`src/rtl/swl_pkg.sv`:
```
package swl_pkg;
   typedef enum logic [2:0] {
      TX_IDLE, TX_SYNC_LO, TX_SYNC_HI, TX_DATA, TX_PAR, TX_TAIL
   } tx_state_e;

   typedef enum logic [2:0] {
      RX_OFF, RX_WAIT_LO, RX_WAIT_HI, RX_BITS, RX_GAP
   } rx_state_e;
endpackage

```
`src/rtl/swl_sync.sv`:
```
module swl_sync #(
   parameter int   STAGES  = 2,
   parameter logic RST_VAL = 1'b1
) (
   input  logic clk,
   input  logic rst_n,
   input  logic d,
   output logic q
);
   logic [STAGES-1:0] ff;

   always_ff @(posedge clk or negedge rst_n) begin
      if (!rst_n) ff <= {STAGES{RST_VAL}};
      else begin
         ff[0] <= d;
         for (int i = 1; i < STAGES; i++) ff[i] <= ff[i-1];
      end
   end

   assign q = ff[STAGES-1];
endmodule

```
`src/rtl/swl_tx.sv`:
```
module swl_tx
   import swl_pkg::*;
#(
   parameter int BIT_CYC = 16,
   parameter int DATA_W  = 8
) (
   input  logic              clk,
   input  logic              rst_n,
   input  logic              tx_valid,
   input  logic [DATA_W-1:0] tx_data,
   output logic              tx_ready,
   output logic              line_o,
   output logic              line_oe
);
   localparam int CW = $clog2(BIT_CYC);
   localparam int IW = $clog2(DATA_W);
   localparam logic [CW-1:0] LD_BIT  = CW'(BIT_CYC - 1);
   localparam logic [IW-1:0] LAST_IX = IW'(DATA_W - 1);

   tx_state_e         state;
   logic [CW-1:0]     tmr;
   logic [DATA_W-1:0] sh;
   logic [IW-1:0]     idx;
   logic              par;

   always_ff @(posedge clk or negedge rst_n) begin
      if (!rst_n) begin
         state <= TX_IDLE;
         tmr   <= '0;
         sh    <= '0;
         idx   <= '0;
         par   <= 1'b0;
      end else if (state == TX_IDLE) begin
         if (tx_valid) begin
            state <= TX_SYNC_LO;
            tmr   <= LD_BIT;
            sh    <= tx_data;
            idx   <= '0;
            par   <= ^tx_data;
         end
      end else if (tmr != '0) begin
         tmr <= tmr - 1'b1;
      end else begin
         tmr <= LD_BIT;
         unique case (state)
            TX_SYNC_LO: state <= TX_SYNC_HI;
            TX_SYNC_HI: state <= TX_DATA;
            TX_DATA: begin
               sh  <= sh << 1;
               idx <= idx + 1'b1;
               if (idx == LAST_IX) state <= TX_PAR;
            end
            TX_PAR:  state <= TX_TAIL;
            default: state <= TX_IDLE;
         endcase
      end
   end

   always_comb begin
      unique case (state)
         TX_SYNC_LO: line_o = 1'b0;
         TX_SYNC_HI: line_o = 1'b1;
         TX_DATA:    line_o = sh[DATA_W-1];
         TX_PAR:     line_o = par;
         TX_TAIL:    line_o = 1'b0;
         default:    line_o = 1'b1;
      endcase
   end

   assign tx_ready = (state == TX_IDLE);
   assign line_oe  = (state != TX_IDLE);


   sync_low_after_accept_chk: assert property (@(posedge clk) disable iff (!rst_n)
      tx_valid && tx_ready |=> line_oe && !line_o);


   busy_after_accept_chk: assert property (@(posedge clk) disable iff (!rst_n)
      tx_valid && tx_ready |=> !tx_ready);


   release_from_low_chk: assert property (@(posedge clk) disable iff (!rst_n)
      $fell(line_oe) |-> !$past(line_o));
endmodule

```
`src/rtl/swl_rx.sv`:
```
module swl_rx
   import swl_pkg::*;
#(
   parameter int BIT_CYC = 16,
   parameter int DATA_W  = 8,
   parameter int TO_BITS = 5,
   parameter int CNT_W   = 4
) (
   input  logic              clk,
   input  logic              rst_n,
   input  logic              line_s,
   input  logic              rx_en,
   input  logic              pkt_clr,
   output logic              rx_valid,
   output logic [DATA_W-1:0] rx_data,
   output logic [CNT_W-1:0]  err_cnt
);
   localparam int FIRST  = BIT_CYC + BIT_CYC / 2;
   localparam int GAP    = BIT_CYC - BIT_CYC / 2;
   localparam int TO_CYC = TO_BITS * BIT_CYC;
   localparam int CW     = $clog2(FIRST);
   localparam int TW     = $clog2(TO_CYC);
   localparam int IW     = $clog2(DATA_W + 1);
   localparam logic [CW-1:0]    LD_FIRST = CW'(FIRST - 1);
   localparam logic [CW-1:0]    LD_BIT   = CW'(BIT_CYC - 1);
   localparam logic [CW-1:0]    LD_GAP   = CW'(GAP - 1);
   localparam logic [TW-1:0]    LD_TO    = TW'(TO_CYC - 1);
   localparam logic [IW-1:0]    PAR_IX   = IW'(DATA_W);
   localparam logic [CNT_W-1:0] CNT_MAX  = '1;

   rx_state_e         state;
   logic [CW-1:0]     tmr;
   logic [TW-1:0]     tocnt;
   logic [DATA_W-1:0] sh;
   logic [IW-1:0]     idx;
   logic              par_acc;
   logic              par_slot, bad_evt;

   assign par_slot = rx_en && (state == RX_BITS) && (tmr == '0) && (idx == PAR_IX);
   assign bad_evt  = par_slot && (par_acc != line_s);

   always_ff @(posedge clk or negedge rst_n) begin
      if (!rst_n) begin
         state    <= RX_OFF;
         tmr      <= '0;
         tocnt    <= '0;
         sh       <= '0;
         idx      <= '0;
         par_acc  <= 1'b0;
         rx_valid <= 1'b0;
         rx_data  <= '0;
      end else begin
         rx_valid <= 1'b0;
         if (!rx_en) begin
            state <= RX_OFF;
         end else begin
            unique case (state)
               RX_OFF: begin
                  state <= RX_WAIT_LO;
                  tocnt <= LD_TO;
               end
               RX_WAIT_LO: begin
                  if (!line_s || tocnt == '0) state <= RX_WAIT_HI;
                  else tocnt <= tocnt - 1'b1;
               end
               RX_WAIT_HI: begin
                  if (line_s) begin
                     state   <= RX_BITS;
                     tmr     <= LD_FIRST;
                     idx     <= '0;
                     sh      <= '0;
                     par_acc <= 1'b0;
                  end
               end
               RX_BITS: begin
                  if (tmr != '0) begin
                     tmr <= tmr - 1'b1;
                  end else if (idx == PAR_IX) begin
                     rx_valid <= 1'b1;
                     rx_data  <= sh;
                     state    <= RX_GAP;
                     tmr      <= LD_GAP;
                  end else begin
                     sh      <= {sh[DATA_W-2:0], line_s};
                     par_acc <= par_acc ^ line_s;
                     idx     <= idx + 1'b1;
                     tmr     <= LD_BIT;
                  end
               end
               default: begin
                  if (tmr != '0) tmr <= tmr - 1'b1;
                  else begin
                     state <= RX_WAIT_LO;
                     tocnt <= LD_TO;
                  end
               end
            endcase
         end
      end
   end

   always_ff @(posedge clk or negedge rst_n) begin
      if (!rst_n)                            err_cnt <= '0;
      else if (pkt_clr)                      err_cnt <= '0;
      else if (bad_evt && err_cnt != CNT_MAX) err_cnt <= err_cnt + 1'b1;
   end


   single_strobe_chk: assert property (@(posedge clk) disable iff (!rst_n)
      rx_valid |=> !rx_valid);


   disabled_quiet_chk: assert property (@(posedge clk) disable iff (!rst_n)
      !rx_en |=> !rx_valid);


   count_monotonic_chk: assert property (@(posedge clk) disable iff (!rst_n)
      !pkt_clr |=> err_cnt >= $past(err_cnt));


   clear_wins_chk: assert property (@(posedge clk) disable iff (!rst_n)
      pkt_clr |=> err_cnt == '0);
endmodule

```
`src/rtl/swire_link.sv`:
```
module swire_link #(
   parameter int BIT_CYC     = 16,
   parameter int DATA_W      = 8,
   parameter int TO_BITS     = 5,
   parameter int SYNC_STAGES = 2,
   parameter int CNT_W       = 4
) (
   input  logic              clk,
   input  logic              rst_n,
   input  logic              line_i,
   output logic              line_o,
   output logic              line_oe,
   input  logic              tx_valid,
   input  logic [DATA_W-1:0] tx_data,
   output logic              tx_ready,
   input  logic              rx_en,
   output logic              rx_valid,
   output logic [DATA_W-1:0] rx_data,
   input  logic              rx_pkt_clr,
   output logic [CNT_W-1:0]  rx_err_cnt,
   output logic              rx_pkt_ok
);
   if (BIT_CYC < 8) begin : g_bad_bit
      $error("BIT_CYC must be at least 8");
   end
   if (DATA_W < 2) begin : g_bad_width
      $error("DATA_W must be at least 2");
   end
   if (TO_BITS < 1) begin : g_bad_to
      $error("TO_BITS must be at least 1");
   end
   if (SYNC_STAGES < 2) begin : g_bad_sync
      $error("SYNC_STAGES must be at least 2");
   end
   if (CNT_W < 1) begin : g_bad_cnt
      $error("CNT_W must be at least 1");
   end

   logic line_s;

   swl_sync #(.STAGES(SYNC_STAGES), .RST_VAL(1'b1)) u_sync (
      .clk(clk), .rst_n(rst_n), .d(line_i), .q(line_s)
   );

   swl_tx #(.BIT_CYC(BIT_CYC), .DATA_W(DATA_W)) u_tx (
      .clk(clk), .rst_n(rst_n),
      .tx_valid(tx_valid), .tx_data(tx_data), .tx_ready(tx_ready),
      .line_o(line_o), .line_oe(line_oe)
   );

   swl_rx #(.BIT_CYC(BIT_CYC), .DATA_W(DATA_W), .TO_BITS(TO_BITS), .CNT_W(CNT_W)) u_rx (
      .clk(clk), .rst_n(rst_n), .line_s(line_s),
      .rx_en(rx_en), .pkt_clr(rx_pkt_clr),
      .rx_valid(rx_valid), .rx_data(rx_data), .err_cnt(rx_err_cnt)
   );

   assign rx_pkt_ok = (rx_err_cnt == '0);
endmodule

```
`config.mk`:
```
export PLATFORM = sky130hd
export DESIGN_NAME = swire_link
export DESIGN_NICKNAME = d
export VERILOG_FILES = /design/src/rtl/swl_pkg.sv /design/src/rtl/swl_sync.sv /design/src/rtl/swl_tx.sv /design/src/rtl/swl_rx.sv /design/src/rtl/swire_link.sv
export SDC_FILE = /design/constraint.sdc
export NUM_CORES = 1
export LEC_CHECK = 0
export ABC_AREA = 1
export BUFFER_PORTS_ARGS = -buffer_cell sky130_fd_sc_hd__buf_2
export CORE_UTILIZATION = 24
export CTS_CLUSTER_SIZE = 28
export DETAILED_ROUTE_END_ITERATION = 6
export MAX_ROUTING_LAYER = met4
export PLACE_DENSITY = 0.42
export SLEW_MARGIN = 20
export SYNTH_ARGS = -nofsm -noshare
export SYNTH_HDL_FRONTEND = slang
export SYNTH_HIERARCHICAL = 1
export SYNTH_SLANG_ARGS = --single-unit
```
`constraint.sdc`:
```
create_clock -name clk -period 1.9 [get_ports clk]
set_input_delay 0.095 -clock clk [delete_from_list [all_inputs] [get_ports clk]]
set_output_delay 0.095 -clock clk [all_outputs]
set_load 0.05 [all_outputs]
```
==> results_dict.tcl <==
set metrics [dict create \
    hp-class "input port to register" \
    row_count 43 \
    synth_cell_types 35 \
    finalSetupViolCount 0 \
    syn_avg_cell_area_um2 7.84 \
    die_area_um2 14800 \
    fillers 1467 \
    peakVddDrop_mv 0.509 \
    path_cells "inv_1 > ha_1 > inv_1 > nor2_1 > nand2_2 > nand2_2 > nand3_2 > a21oi_4 > buf_4 > nand2_1 > nand2_1" \
    port_buffers 30 \
    ios 31 \
    via_count 2804 \
    skew_ns 0.00581 \
    critPathLaunchType "register" \
    final-hold-violation-count 0 \
    die-height_um 122 \
    clock-root-buffer "clkbuf_16" \
    drtAntennaViolNets 0 \
    grt_max_degree 63 \
    htree_levels 3 \
    worstMarginPinSlew_ns 0.392 \
    leakagePower_nw 2.19 \
    antenna_found_initial 0 \
    grt_pass1_vias 2607 \
    slew_violations 0 \
    status "finished, final reports clean" \
    ys_seq_area_share_pct 45.3 \
    required_ns 2.17 \
    clockBufferDepth 2 \
    p_seq_share_pct 33.6 \
    layout-drive-gt1-share_pct 17.9 \
    critPathKind "register to register" \
    p_switching_mw 2.22 \
    numCtsBuffers 9 \
    cp_num_buf_inv 3 \
    slowest_stage "dfrtp_1" \
    cp_max_fo 8 \
    fin_setup_tns_ns 0 \
    drt_first_pass_iters 4 \
    first_iter_violations 178 \
    critPathCaptureType "register" \
    gp_congestion 0.757 \
    combPwrFrac_pct 34.2 \
    yosys_register_bits 62 \
    synth_area_um2 3430 \
    fmax_ghz 0.586 \
    routed_via_density 4.21 \
    power_mw 5.98 \
    swShare_pct 37.2 \
    grt_pass1_wl_um 12300 \
    synth_warnings 6 \
    coreArea_um2 13900 \
    postSynthCellCount 438 \
    arrival_ns 1.98 \
    grt-ovfl-total 0 \
    nets 505 \
    power_per_cell_area_nw_per_um2 1420 \
    place.detailed.hpwl_um 5010 \
    drc 0 \
    clock_sinks 62 \
    die_x_um 122 \
    p_clk_share_pct 32.2 \
    area_delta_synth_final_pct 22.5 \
    wl_um 7160 \
    critical_path.top_delay_family "simple AND/OR/NAND/NOR gates" \
    post-route-period-util_pct 89.9 \
    initial_core_util_pct 24.6 \
    clk_latency_ns 0.33 \
    max-slew-margin-rel_pct 73.8 \
    cts_tree "done" \
    p_int_mw 3.75 \
    wire_per_inst_um 10.8 \
    clk_pin_slew_ns 0.05 \
    syn_nets 462 \
    antenna_cells 0 \
    grt_usage_pct 11.1 \
    slowest_delay_ns 0.37 \
    fin_crit_ns 1.71 \
    max_cap_viol_count 0 \
]
## cell families (layout without fill, tap and decap cells)
family                     Yosys count  in the layout  synth area share, %
AOI/OAI and AO/OA                   59             59                 10.3
and+or+nand+nor                    223            223                 29.0
adders and majority gates           10             10                 3.65
DFF                                 62             62                 45.3
buffers and inverters               73            121                 8.97
xor gates and xnor gates            11             11                 2.81
## final timing paths
kind | slack [ns] | cells past startpoint | from | end
setup / recovery | 0.19 | 11 | u_rx/tmr[0]$_DFFE_PN0P_ | u_rx/tocnt[6]$_DFFE_PN0P_
hold / removal | 0.05 | 4 | rx_pkt_clr | u_rx/err_cnt[3]$_DFFE_PN0P_
setup reg to reg | 0.19 | 11 | u_rx/tmr[0]$_DFFE_PN0P_ | u_rx/tocnt[6]$_DFFE_PN0P_
hold reg to reg | 0.36 | 0 | u_sync/ff[0]$_DFF_PN1_ | u_sync/ff[1]$_DFF_PN1_
max in group asynchronous | 1.28 | 3 | rst_n | u_sync/ff[1]$_DFF_PN1_
min in group asynchronous | 0.31 | 3 | rst_n | u_rx/tocnt[5]$_DFFE_PN0P_
## final cells by class
type | instances | area [um^2] | share of cell area, %
flip-flops and latches | 62 | 1550 | 37.0
clock inverters | 5 | 106 | 2.53
well taps | 180 | 225 | 5.36
clock buffers | 11 | 243 | 5.77
multi-input cells | 303 | 1590 | 37.8
inverters | 67 | 259 | 6.16
repair buffers | 38 | 228 | 5.42
## state kept, by name, summed over array words and instances (netlist names)
name	count
u_tx/state	3
u_rx/tmr	5
u_rx/par_acc	1
u_rx/state	3
u_tx/sh	8
u_rx/rx_data	8
u_rx/sh	8
u_sync/ff	2
u_rx/tocnt	7
u_rx/idx	4
u_tx/tmr	4
u_tx/par	1
u_rx/err_cnt	4
u_rx/rx_valid	1
u_tx/idx	3
## cell usage after synthesis (all sizes together)
master / count / area share, %
nand3b: 1 / 0.22
ha: 10 / 3.6
dfrtp: 60 / 44
nand3: 36 / 6.3
a21oi: 4 / 1.2
or2: 1 / 0.18
o21a: 1 / 0.22
nor3: 2 / 0.29
o211ai: 2 / 0.58
o21ai: 43 / 6.6
clkinv: 2 / 0.29
nor2: 36 / 4.5
inv: 65 / 7.3
dfstp: 2 / 1.5
xor2: 8 / 2.0
nand4: 3 / 0.55
xnor2: 3 / 0.77
nor3b: 1 / 0.22
nand2: 143 / 17
buf: 6 / 1.4
o22ai: 8 / 1.5
a22oi: 1 / 0.22
## placed cells by master, fill, tap and decap left out, drive strengths merged
| cell | n |
|---|---|
| clkinvlp | 1 |
| o22ai | 8 |
| xor2 | 8 |
| a21oi | 4 |
| nand3b | 1 |
| bufinv | 3 |
| nand2 | 143 |
| or2 | 1 |
| inv | 65 |
| nand4 | 3 |
| a22oi | 1 |
| nor3 | 2 |
| buf | 36 |
| nor2 | 36 |
| o21a | 1 |
| ha | 10 |
| nand3 | 36 |
| xnor2 | 3 |
| dfrtp | 60 |
| o21ai | 43 |
| o211ai | 2 |
| dfstp | 2 |
| nor3b | 1 |
| clkbuf | 11 |
| clkinv | 3 |
| dlygate4sd3 | 2 |
## layer usage
layer / global-route usage (%) / up-vias / wire length (um)
met3: 3.79 / 7 / 255
met5: - / - / 0
li1: - / 1476 / -
met2: 16.6 / 43 / 3190
met4: 3.94 / 0 / 98
met1: 13.8 / 1278 / 3620
## through the flow
stage | hold slack [ns] | util [%] | setup WS, ns | cell area (um^2) | instances
finish | 0.0547 | 30.2 | 0.192 | 4210 | 666
global route | 0.0635 | 30.2 | -0.00826 | 4210 | 666
CTS | 0.0366 | 29.9 | 0.169 | 4160 | 663
detailed placement | 0.143 | 27.2 | 0.176 | 3790 | 645
global placement | 0.145 | 27.2 | 0.209 | 3790 | 645
floorplan | -0.201 | - | 0.381 | 3430 | 438
## worst reg2reg max path: stages (launching register included)
cell and delay (ns):
dfrtp_1 0.37, inv_1 0.11, ha_1 0.15, inv_1 0.04
nor2_1 0.10, nand2_2 0.14, nand2_2 0.13, nand3_2 0.12
a21oi_4 0.23, buf_4 0.15, nand2_1 0.05, nand2_1 0.05
## power groups by stage
stage / clock network, mW / logic (mW) / registers (mW)
after detailed placement: 0 / 2.01 / 2.03
final: 1.93 / 2.04 / 2.01
after floorplan: 0 / 1.62 / 1.96
after global routing: 2.05 / 2.37 / 2.07
after global placement: 0 / 2.01 / 2.02
after CTS: 2.00 / 2.03 / 2.01
## timing repair
item / CTS / global route
resized for setup: 0 / 5
setup endpoints to repair: 0 / 12
hold buffers: 2 / 0
setup buffers: 0 / 3
hold endpoints to repair: 61 / 0
Note: power is estimated with default switching activity, not from simulation.
